## config.mk

```make
export PLATFORM = sky130hd
export DESIGN_NAME = i2c_hostreg_top
export DESIGN_NICKNAME = d
export VERILOG_FILES = /design/src/rtl/hr_pkg.sv /design/src/rtl/hr_decode.sv /design/src/rtl/hr_ctrl.sv /design/src/rtl/hr_regfile.sv /design/src/rtl/hr_rdport.sv /design/src/rtl/i2c_hostreg_top.sv
export SDC_FILE = /design/constraint.sdc
export NUM_CORES = 1
export LEC_CHECK = 0
export BUFFER_PORTS_ARGS = -buffer_cell sky130_fd_sc_hd__buf_2
export CAP_MARGIN = 20
export CORE_UTILIZATION = 35
export DETAILED_ROUTE_END_ITERATION = 10
export GPL_TIMING_DRIVEN = 0
export HOLD_SLACK_MARGIN = 0.03
export PLACE_DENSITY = 0.69
export SLEW_MARGIN = 20
export SYNTH_ARGS = -nofsm -noshare
export SYNTH_HDL_FRONTEND = slang
export SYNTH_SLANG_ARGS = --single-unit
```

## constraint.sdc

```tcl
create_clock -name clk -period 1.9 [get_ports clk]
set_input_delay 0.38 -clock clk [delete_from_list [all_inputs] [get_ports clk]]
set_output_delay 0.38 -clock clk [all_outputs]
set_load 0.02 [all_outputs]
```

## src/rtl/hr_pkg.sv

```systemverilog
package hr_pkg;

    // Register selection resolved from mode bits, select line and acknowledge.
    typedef enum logic [2:0] {
        SEL_NONE,
        SEL_CTRL,
        SEL_STAT,
        SEL_OWN,
        SEL_VEC,
        SEL_CLK,
        SEL_DATA,
        SEL_ACKV
    } hr_sel_e;

    // Control byte bit positions (the bus engine decodes these).
    localparam int unsigned B_PND = 7;
    localparam int unsigned B_SEN = 6;
    localparam int unsigned B_EX1 = 5;
    localparam int unsigned B_EX2 = 4;
    localparam int unsigned B_IEN = 3;

    // Configuration register slots.
    localparam int unsigned NCFG    = 3;
    localparam int unsigned CFG_OWN = 0;
    localparam int unsigned CFG_VEC = 1;
    localparam int unsigned CFG_CLK = 2;

endpackage

```

## src/rtl/hr_decode.sv

```systemverilog
module hr_decode
    import hr_pkg::*;
(
    input  logic    cs_n,
    input  logic    rd_n,
    input  logic    wr_n,
    input  logic    reg_sel,
    input  logic    iack_n,
    input  logic    sen,
    input  logic    ex1,
    input  logic    ex2,
    input  logic    ien,
    output hr_sel_e wr_sel,
    output hr_sel_e rd_sel,
    output logic    host_we,
    output logic    rd_act,
    output logic    ack_cyc
);

    hr_sel_e base_sel;
    logic    host_rd;

    always_comb begin
        host_rd = !cs_n && !rd_n;
        host_we = !cs_n && !wr_n;
        ack_cyc = ien && !iack_n && !rd_n;

        base_sel = SEL_NONE;
        if (reg_sel) begin
            base_sel = sen ? SEL_STAT : SEL_CTRL;
        end else begin
            case ({ex1, ex2})
                2'b00:   base_sel = sen ? SEL_DATA : SEL_OWN;
                2'b01:   base_sel = SEL_VEC;
                2'b10:   base_sel = sen ? SEL_NONE : SEL_CLK;
                default: base_sel = SEL_NONE;
            endcase
        end

        wr_sel = base_sel;
        rd_sel = ack_cyc ? SEL_ACKV : base_sel;
        rd_act = host_rd || ack_cyc;
    end

endmodule

```

## src/rtl/hr_ctrl.sv

```systemverilog
module hr_ctrl
    import hr_pkg::*;
#(
    parameter int unsigned DW = 8
) (
    input  logic          clk,
    input  logic          rst_n,
    input  logic          ctrl_we,
    input  logic [DW-1:0] wdata,
    input  logic          byte_done,
    input  logic [DW-2:0] stat_set,
    output logic [DW-1:0] ctrl_q,
    output logic [DW-2:0] status_q
);

    localparam int unsigned SW = DW - 1;
    localparam logic [DW-1:0] CTRL_RST = {1'b1, {(DW-1){1'b0}}};

    typedef struct packed {
        logic [DW-1:0] ctrl;
        logic [SW-1:0] stat;
    } st_t;

    st_t st_d, st_q;

    always_comb begin
        st_d = st_q;
        st_d.stat = st_q.stat | stat_set;
        if (ctrl_we) begin
            st_d.ctrl = wdata;
            if (wdata[B_PND]) begin
                st_d.stat = '0;
            end
        end
        if (byte_done) begin
            st_d.ctrl[B_PND] = 1'b0;
        end
    end

    always_ff @(posedge clk) begin
        if (!rst_n) begin
            st_q.ctrl <= CTRL_RST;
            st_q.stat <= '0;
        end else begin
            st_q <= st_d;
        end
    end

    assign ctrl_q   = st_q.ctrl;
    assign status_q = st_q.stat;

    // byte completion leaves the pending flag active (low)
    a_r8_done_clears_pnd: assert property (@(posedge clk) disable iff (!rst_n)
        byte_done |=> !ctrl_q[B_PND]);

    // set flags stick unless a clearing write coincides
    a_r8_flags_sticky: assert property (@(posedge clk) disable iff (!rst_n)
        (!(ctrl_we && wdata[B_PND])) |=> ((status_q & $past(status_q)) == $past(status_q)));

    // writing the pending bit high empties the status
    a_r9_pnd_write_clears: assert property (@(posedge clk) disable iff (!rst_n)
        (ctrl_we && wdata[B_PND]) |=> (status_q == '0));

endmodule

```

## src/rtl/hr_regfile.sv

```systemverilog
module hr_regfile
    import hr_pkg::*;
#(
    parameter int unsigned DW = 8
) (
    input  logic          clk,
    input  logic          rst_n,
    input  logic          host_we,
    input  hr_sel_e       wr_sel,
    input  logic [DW-1:0] wdata,
    input  logic          rx_valid,
    input  logic [DW-1:0] rx_byte,
    output logic [DW-1:0] own_q,
    output logic [DW-1:0] vec_q,
    output logic [DW-1:0] clkr_q,
    output logic [DW-1:0] data_q
);

    typedef struct packed {
        logic [NCFG-1:0][DW-1:0] cfg;
        logic [DW-1:0]           data;
    } rf_t;

    rf_t rf_d, rf_q;
    logic [NCFG-1:0] cfg_we;
    logic            data_we;

    function automatic hr_sel_e cfg_code(input int unsigned idx);
        case (idx)
            CFG_OWN: return SEL_OWN;
            CFG_VEC: return SEL_VEC;
            default: return SEL_CLK;
        endcase
    endfunction

    for (genvar g = 0; g < NCFG; g++) begin : g_cfg_we
        assign cfg_we[g] = host_we && (wr_sel == cfg_code(g));
    end

    assign data_we = host_we && (wr_sel == SEL_DATA);

    always_comb begin
        rf_d = rf_q;
        for (int i = 0; i < NCFG; i++) begin
            if (cfg_we[i]) begin
                rf_d.cfg[i] = wdata;
            end
        end
        if (data_we) begin
            rf_d.data = wdata;
        end else if (rx_valid) begin
            rf_d.data = rx_byte;
        end
    end

    always_ff @(posedge clk) begin
        if (!rst_n) begin
            rf_q <= '0;
        end else begin
            rf_q <= rf_d;
        end
    end

    assign own_q  = rf_q.cfg[CFG_OWN];
    assign vec_q  = rf_q.cfg[CFG_VEC];
    assign clkr_q = rf_q.cfg[CFG_CLK];
    assign data_q = rf_q.data;

    // an unselected write touches no configuration register
    a_r3_none_write_blocked: assert property (@(posedge clk) disable iff (!rst_n)
        (host_we && wr_sel == SEL_NONE) |=> $stable(rf_q.cfg));

    // a received byte lands in the data register when the host is not writing it
    a_r10_rx_load: assert property (@(posedge clk) disable iff (!rst_n)
        (rx_valid && !(host_we && wr_sel == SEL_DATA)) |=> (data_q == $past(rx_byte)));

endmodule

```

## src/rtl/hr_rdport.sv

```systemverilog
module hr_rdport
    import hr_pkg::*;
#(
    parameter int unsigned DW = 8
) (
    input  logic          clk,
    input  logic          rst_n,
    input  logic          rd_act,
    input  hr_sel_e       rd_sel,
    input  logic [DW-1:0] ctrl,
    input  logic [DW-2:0] status,
    input  logic [DW-1:0] own,
    input  logic [DW-1:0] vec,
    input  logic [DW-1:0] clkr,
    input  logic [DW-1:0] data,
    output logic [DW-1:0] rdata_q
);

    typedef struct packed {
        logic [DW-1:0] rdata;
    } rp_t;

    rp_t rp_d, rp_q;
    logic [DW-1:0] pick;

    always_comb begin
        case (rd_sel)
            SEL_CTRL:          pick = ctrl;
            SEL_STAT:          pick = {ctrl[B_PND], status};
            SEL_OWN:           pick = own;
            SEL_VEC, SEL_ACKV: pick = vec;
            SEL_CLK:           pick = clkr;
            SEL_DATA:          pick = data;
            default:           pick = '0;
        endcase
        rp_d.rdata = rd_act ? pick : '0;
    end

    always_ff @(posedge clk) begin
        if (!rst_n) begin
            rp_q <= '0;
        end else begin
            rp_q <= rp_d;
        end
    end

    assign rdata_q = rp_q.rdata;

endmodule

```

## src/rtl/i2c_hostreg_top.sv

```systemverilog
module i2c_hostreg_top
    import hr_pkg::*;
#(
    parameter int unsigned DW = 8
) (
    input  logic          clk,
    input  logic          rst_n,
    input  logic          cs_n,
    input  logic          rd_n,
    input  logic          wr_n,
    input  logic          reg_sel,
    input  logic          iack_n,
    input  logic [DW-1:0] host_wdata,
    output logic [DW-1:0] host_rdata,
    output logic          irq_n,
    input  logic          eng_byte_done,
    input  logic [DW-2:0] eng_stat_set,
    input  logic          eng_rx_valid,
    input  logic [DW-1:0] eng_rx_byte,
    output logic [DW-1:0] ctl_o,
    output logic [DW-1:0] own_addr_o,
    output logic [DW-1:0] clk_cfg_o,
    output logic [DW-1:0] tx_data_o
);

    hr_sel_e       wr_sel, rd_sel;
    logic          host_we, rd_act, ack_cyc, ctrl_we;
    logic [DW-1:0] ctrl_q, own_q, vec_q, clkr_q, data_q;
    logic [DW-2:0] status_q;

    hr_decode u_decode (
        .cs_n    (cs_n),
        .rd_n    (rd_n),
        .wr_n    (wr_n),
        .reg_sel (reg_sel),
        .iack_n  (iack_n),
        .sen     (ctrl_q[B_SEN]),
        .ex1     (ctrl_q[B_EX1]),
        .ex2     (ctrl_q[B_EX2]),
        .ien     (ctrl_q[B_IEN]),
        .wr_sel  (wr_sel),
        .rd_sel  (rd_sel),
        .host_we (host_we),
        .rd_act  (rd_act),
        .ack_cyc (ack_cyc)
    );

    assign ctrl_we = host_we && (wr_sel == SEL_CTRL || wr_sel == SEL_STAT);

    hr_ctrl #(.DW(DW)) u_ctrl (
        .clk       (clk),
        .rst_n     (rst_n),
        .ctrl_we   (ctrl_we),
        .wdata     (host_wdata),
        .byte_done (eng_byte_done),
        .stat_set  (eng_stat_set),
        .ctrl_q    (ctrl_q),
        .status_q  (status_q)
    );

    hr_regfile #(.DW(DW)) u_regfile (
        .clk      (clk),
        .rst_n    (rst_n),
        .host_we  (host_we),
        .wr_sel   (wr_sel),
        .wdata    (host_wdata),
        .rx_valid (eng_rx_valid),
        .rx_byte  (eng_rx_byte),
        .own_q    (own_q),
        .vec_q    (vec_q),
        .clkr_q   (clkr_q),
        .data_q   (data_q)
    );

    hr_rdport #(.DW(DW)) u_rdport (
        .clk     (clk),
        .rst_n   (rst_n),
        .rd_act  (rd_act),
        .rd_sel  (rd_sel),
        .ctrl    (ctrl_q),
        .status  (status_q),
        .own     (own_q),
        .vec     (vec_q),
        .clkr    (clkr_q),
        .data    (data_q),
        .rdata_q (host_rdata)
    );

    assign irq_n      = ~(ctrl_q[B_IEN] & ~ctrl_q[B_PND]);
    assign ctl_o      = ctrl_q;
    assign own_addr_o = own_q;
    assign clk_cfg_o  = clkr_q;
    assign tx_data_o  = data_q;

    // an acknowledge cycle returns the vector register
    a_r6_ack_returns_vec: assert property (@(posedge clk) disable iff (!rst_n)
        ack_cyc |=> (host_rdata == $past(vec_q)));

    // the request only rises to active from a control write or a byte completion
    a_r7_irq_cause: assert property (@(posedge clk) disable iff (!rst_n)
        $fell(irq_n) |-> ($past(ctrl_we) || $past(eng_byte_done)));

    // no read means a zero bus one clock later
    a_r11_idle_zero: assert property (@(posedge clk) disable iff (!rst_n)
        !rd_act |=> (host_rdata == '0));

endmodule

```

# --- Yosys cells after proc, flatten, opt, wreduce, memory -nomap -nowiden ---
# Index checks and enable logic that the tools add are counted.
totals:
  register_bits: 55
  input_bits: 32
  output_inout_bits: 41
  word_cells: 59
classes:
  eq_ne: 15
  mux: 12
  n_bitwise: 4
  n_reduce_logical: 20
op_table:
  columns: ["operator", "count"]
  rows:
  - ["$pmux 8 s6", 1]
  - ["$eq 3x3->1 const B", 7]
  - ["$mux 8", 2]
  - ["$mux 15", 1]
  - ["$eq 3x2->1 const B", 4]
  - ["$mux 3", 4]
  - ["$logic_and 1x1->1", 9]
  - ["$pmux 3 s3", 1]
  - ["$mux 7", 1]
  - ["$or 7x7->7", 1]
  - ["$eq 3x1->1 const B", 2]
  - ["$logic_not 1->1", 4]
  - ["$reduce_bool 2->1", 2]
  - ["$eq 2x1->1 const B", 1]
  - ["$eq 2x2->1 const B", 1]
  - ["$logic_not 2->1", 1]
  - ["$logic_or 1x1->1", 2]
  - ["$mux 2", 1]
  - ["$not 1->1", 2]
  - ["$reduce_and 2->1", 1]
  - ["$reduce_or 2->1", 1]
  - ["$and 1x1->1", 1]
  - ["$mux 1", 1]

# --- Depth between registers and ports, before layout ---
depth:
  ltp_word: 8
  mapped_depth: 6
  depth_no_buf: 4

# --- Hierarchy ---
# Synthesis repeated with hierarchy kept, for this count alone.
unflattened:
  cells_unflattened: 283
  area_unflattened_um2: 2641.3
by_module_without_submodules:
  columns: ["module", "instances", "cells_each", "area_each_um2", "seq_area_each_um2"]
  rows:
  - ["hr_regfile", 1, 135, 1316.3, 640.6]
  - ["hr_rdport", 1, 90, 691.9, 160.2]
  - ["hr_ctrl", 1, 40, 511.7, 300.3]
  - ["hr_decode", 1, 15, 93.8, 0.0]
  - ["i2c_hostreg_top", 1, 3, 27.5, 0.0]

# --- Worst setup path before layout ---
# Ideal clock, no wire load.
synth_timing:
  path_kind: "input to register"
  start: "input port rd_n"
  end: "register u_rdport.rp_q, in the netlist u_rdport.rdata_q[0]"
  setup_ns: 0.138
  t_arrival_ns: 1.399
  required_time_ns: 1.762
  setup_slack_ns: 0.363
  path_stages: 6
  n_path_buf: 2
  cell_sequence: "or3b_1 > buf_6 > and3_4 > buf_6 > a22oi_1 > a21oi_1"
synth_between:
  elab_chain_cells: 6
  word_cells_on_any_way: 15
  cone_classes: "eq/ne (7); mux (2); reduce/logical (6)"
synth_lines:
  columns: ["element", "line", "source"]
  rows:
  - ["start, declared", "i2c_hostreg_top.sv:9", "input logic rd_n,"]
  - ["$logic_not 1->1 *", "hr_decode.sv:24, hr_decode.sv:26", null]
  - ["$logic_and 1x1->1", "hr_decode.sv:26", "ack_cyc = ien && !iack_n && !rd_n;"]
  - ["$mux 3", "hr_decode.sv:41", "rd_sel = ack_cyc ? SEL_ACKV : base_sel;"]
  - ["$eq 3x3->1", "hr_rdport.sv:27", "case (rd_sel)"]
  - ["$reduce_or 2->1", "hr_rdport.sv:27", null]
  - ["$pmux 8 s6", "hr_rdport.sv:27", null]
  - ["end signal, assigned", "hr_rdport.sv:43", "rp_q <= rp_d;"]
  - ["end, declared", "hr_rdport.sv:23", "rp_t rp_d, rp_q;"]
# Every way passes the cells marked *; elsewhere a longest branch is shown, timed or not.
# A chain may end at the register's enable or synchronous reset.

# --- Final worst setup path ---
layout_timing:
  start: "register u_ctrl.ctrl_q[3] (netlist name)"
  end: "register u_rdport.rp_q, in the netlist u_rdport.rdata_q[4]"
layout_between:
  elab_chain_cells: 6
  word_cells_on_any_way: 14
  cone_classes: "eq/ne (7); mux (2); reduce/logical (5)"
layout_lines:
  columns: ["element", "line"]
  rows:
  - ["$logic_and 1x1->1 * (2 in a row)", "hr_decode.sv:26"]
  - ["$mux 3", "hr_decode.sv:41"]
  - ["$eq 3x3->1", "hr_rdport.sv:27"]
  - ["$reduce_or 2->1", "hr_rdport.sv:27"]
  - ["$pmux 8 s6", "hr_rdport.sv:27"]
# Marked as above.

==> results.ini <==
[setup_path]
cp_common_cell=buf_6
cp_slowest_cell=dfxtp_1
arrival_ns=1.93
r2r_end=u_rdport.rdata_q[4]
rr_startpoint=u_ctrl.ctrl_q[3]
worstPathCellList=or3b_1 -> buf_6 -> and3_4 -> buf_6 -> a22oi_1 -> a21oi_1
rrSetupSlack_ns=0.13
crit_path_end_kind=flip-flop
crit_buf_inv=2
required_ns=2.06
worstSetupPathType=flip-flop to flip-flop
reg2reg_depth=6
slowest_delay_ns=0.47
startpoint_type=flip-flop
critPathMaxFanout=8
path_delay_family=simple AND/OR/NAND/NOR gates

[detailed_routing]
vias=2033
vias_per_cell=4.88
maxUsedRoutingLayer=met4
wl_met2_um=3100
wl_per_cell_um=15.6
ant_nets=0
wl_met3_um=400
totalWireLength_um=6520
drt_first_pass_iters=4
remaining_drc_errors=0
routedLengthMet1_um=2900
drt-initial-drc-count=90

[clock_network]
cts.clk_slew.worst_paths_ns=0.10
numCtsBuffers=5
cts_setup_buffers=0
ctsHoldBuffers=0
cts_resized=0
insertion_delay_ns=0.31
cts_sinks=55
cts-root-buf=clkbuf_8
clockBufferDepth=2
h-tree-depth=2
cts_tree=yes

[run]
drv_cap=0

[sta]
hold_viol=0
min_period_ns=1.77
final-setup-viol-count=0
tns_ns=0
worst_pin_slew_ns=0.738
min_period_over_period_pct=93.1
max_freq_ghz=0.565
worst_slack_ns=0.131
relSlewSlack_pct=50.5
finalMaxSlewViolations=0
skew_ns=0.00780
rsz0062_at_grt=false

[floorplan]
die_width_um=86.0
die_area_um2=7390
start_util_pct=36.3
fp.dieH_um=86.0
rows=30
io_pins=73
coreArea_um2=6790

[cells_and_area]
area_delta_synth_final_pct=24.1
final-seq-area_um2=1100
drive_gt1_share_pct=30.2
fillers=661
design_area_um2=3060
multiInputGateArea_um2=1270
nets=352
post-route-util_pct=45.1
diodes=0

[placed_design]
pre_cts_slack_ns=0.0893
placed_area_um2=2940
dp_hpwl_um=4700
place.gp.congestion=0.833
portBuffers=71

[grt]
antenna_found_initial=0
gr-total-overflow=0
grt_pass1_vias=2043
grt_first_pass_wirelength_um=10500
grt_max_degree=17
gr-usage-all-layers_pct=18.7

[hold_path]
min_to=u_ctrl.ctrl_q[7]
hp-start=eng_byte_done
hold_class=input port to flip-flop
hold_depth=2

[synthesis]
synthCells=242
avgSynthCellArea_um2=10.2
yosysWarnings=0
synth_edf_count=0
synthFlopType=dfxtp_1
synth.distinct_cells=29
netlist_area_um2=2470
synth_nets=274
ys_seq_area_share_pct=44.6
ys_ff_latch=55
async_flop_share_pct=0

[power]
leakagePower_nw=1.55
power_density_nw_per_um2=753
ir_drop_v=0.000361

[status]
outcome=completed

registers in the layout, indices dropped and copies added, names as in the netlist:
signal            cells
u_regfile.own_q       8
u_rdport.rdata_q      8
u_regfile.data_q      8
u_regfile.vec_q       8
u_ctrl.ctrl_q         8
u_regfile.clkr_q      8
u_ctrl.status_q       7
area by class of cell:
type                       instances  area share, %
inverter                           1          0.122
clock inverter                     2           1.14
multi-input combinational        169           41.3
buffer                            17           3.27
timing repair buffer              71           11.6
tap                               96           3.92
sequential                        55           35.9
clock buffer                       6           2.69
layer usage:
layer | up-vias | GRT usage [%]
met5 | - | 0
met4 | 0 | 6.52
met3 | 11 | 4.04
met2 | 74 | 31.3
met1 | 942 | 23.6
li1 | 1006 | -
cells in the mapped netlist (2+ instances only):
cell,number,area [µm²]
a32oi_1,7,61.3
clkbuf_1,8,30.0
mux2i_1,39,390
nor2_1,19,71.3
mux2_2,3,33.8
mux2_1,11,124
nand3_1,5,25.0
a22oi_1,7,52.6
a21o_1,2,15.0
nor2b_1,34,213
buf_6,2,22.5
a21oi_1,9,45.0
buf_2,3,15.0
buf_4,4,30.0
o211a_1,8,80.1
dfxtp_1,55,1100
nand2_1,13,48.8
o21ai_1,2,10.0
stage by stage:
stage | hold WS, ns | cells | total power, W
final | 0.249 | 417 | 0.00231
after CTS | 0.244 | 417 | 0.00233
after detailed placement | 0.460 | 409 | 0.00153
after global placement | 0.452 | 409 | 0.00152
after global routing | 0.240 | 417 | 0.00241
after floorplan | 0.429 | 242 | 0.00141
where the power goes:
group          leakage (nW)  switching (W)  internal [W]
clock                0.0612       0.000382      0.000427
combinational          1.04       0.000161      0.000121
sequential            0.448      0.0000277       0.00119
total                  1.55       0.000571       0.00174
kinds of logic after synthesis:
| group | after synthesis | share of synthesized area, % |
|---|---|---|
| buf+inv | 18 | 4.11 |
| mux | 53 | 22.2 |
| compound gates | 37 | 11.4 |
| simple gates | 79 | 17.7 |
| flops | 55 | 44.6 |
layout by cell type, fill, tap and decap left out, drive strengths merged:
cell type,n
o211ai,1
a21oi,9
inv,1
mux2,14
dfxtp,55
o211a,8
a21o,2
clkinv,1
or2b,1
bufinv,1
a32oi,7
o41ai,1
mux2i,39
or3b,1
nor2,19
nor3b,2
o21ai,2
buf,80
and3,1
clkbuf,14
or2,1
nor2b,34
nand2,13
a22oi,7
nand3,5
nor3,2
worst max path at each step:
stage | from | to | slack (ns) | depth (start not counted)
after floorplan | rd_n | u_rdport.rdata_q[0] | 0.36 | 6
after global placement | u_ctrl.ctrl_q[5] | u_rdport.rdata_q[6] | 0.09 | 4
after detailed placement | wr_n | u_regfile.data_q[0] | 0.09 | 5
after CTS | u_ctrl.ctrl_q[5] | u_rdport.rdata_q[6] | 0.04 | 4
after global routing | u_ctrl.ctrl_q[4] | u_regfile.data_q[6] | 0.02 | 5
final | u_ctrl.ctrl_q[3] | u_rdport.rdata_q[4] | 0.13 | 6
Note: power is estimated with default switching activity, not from simulation.
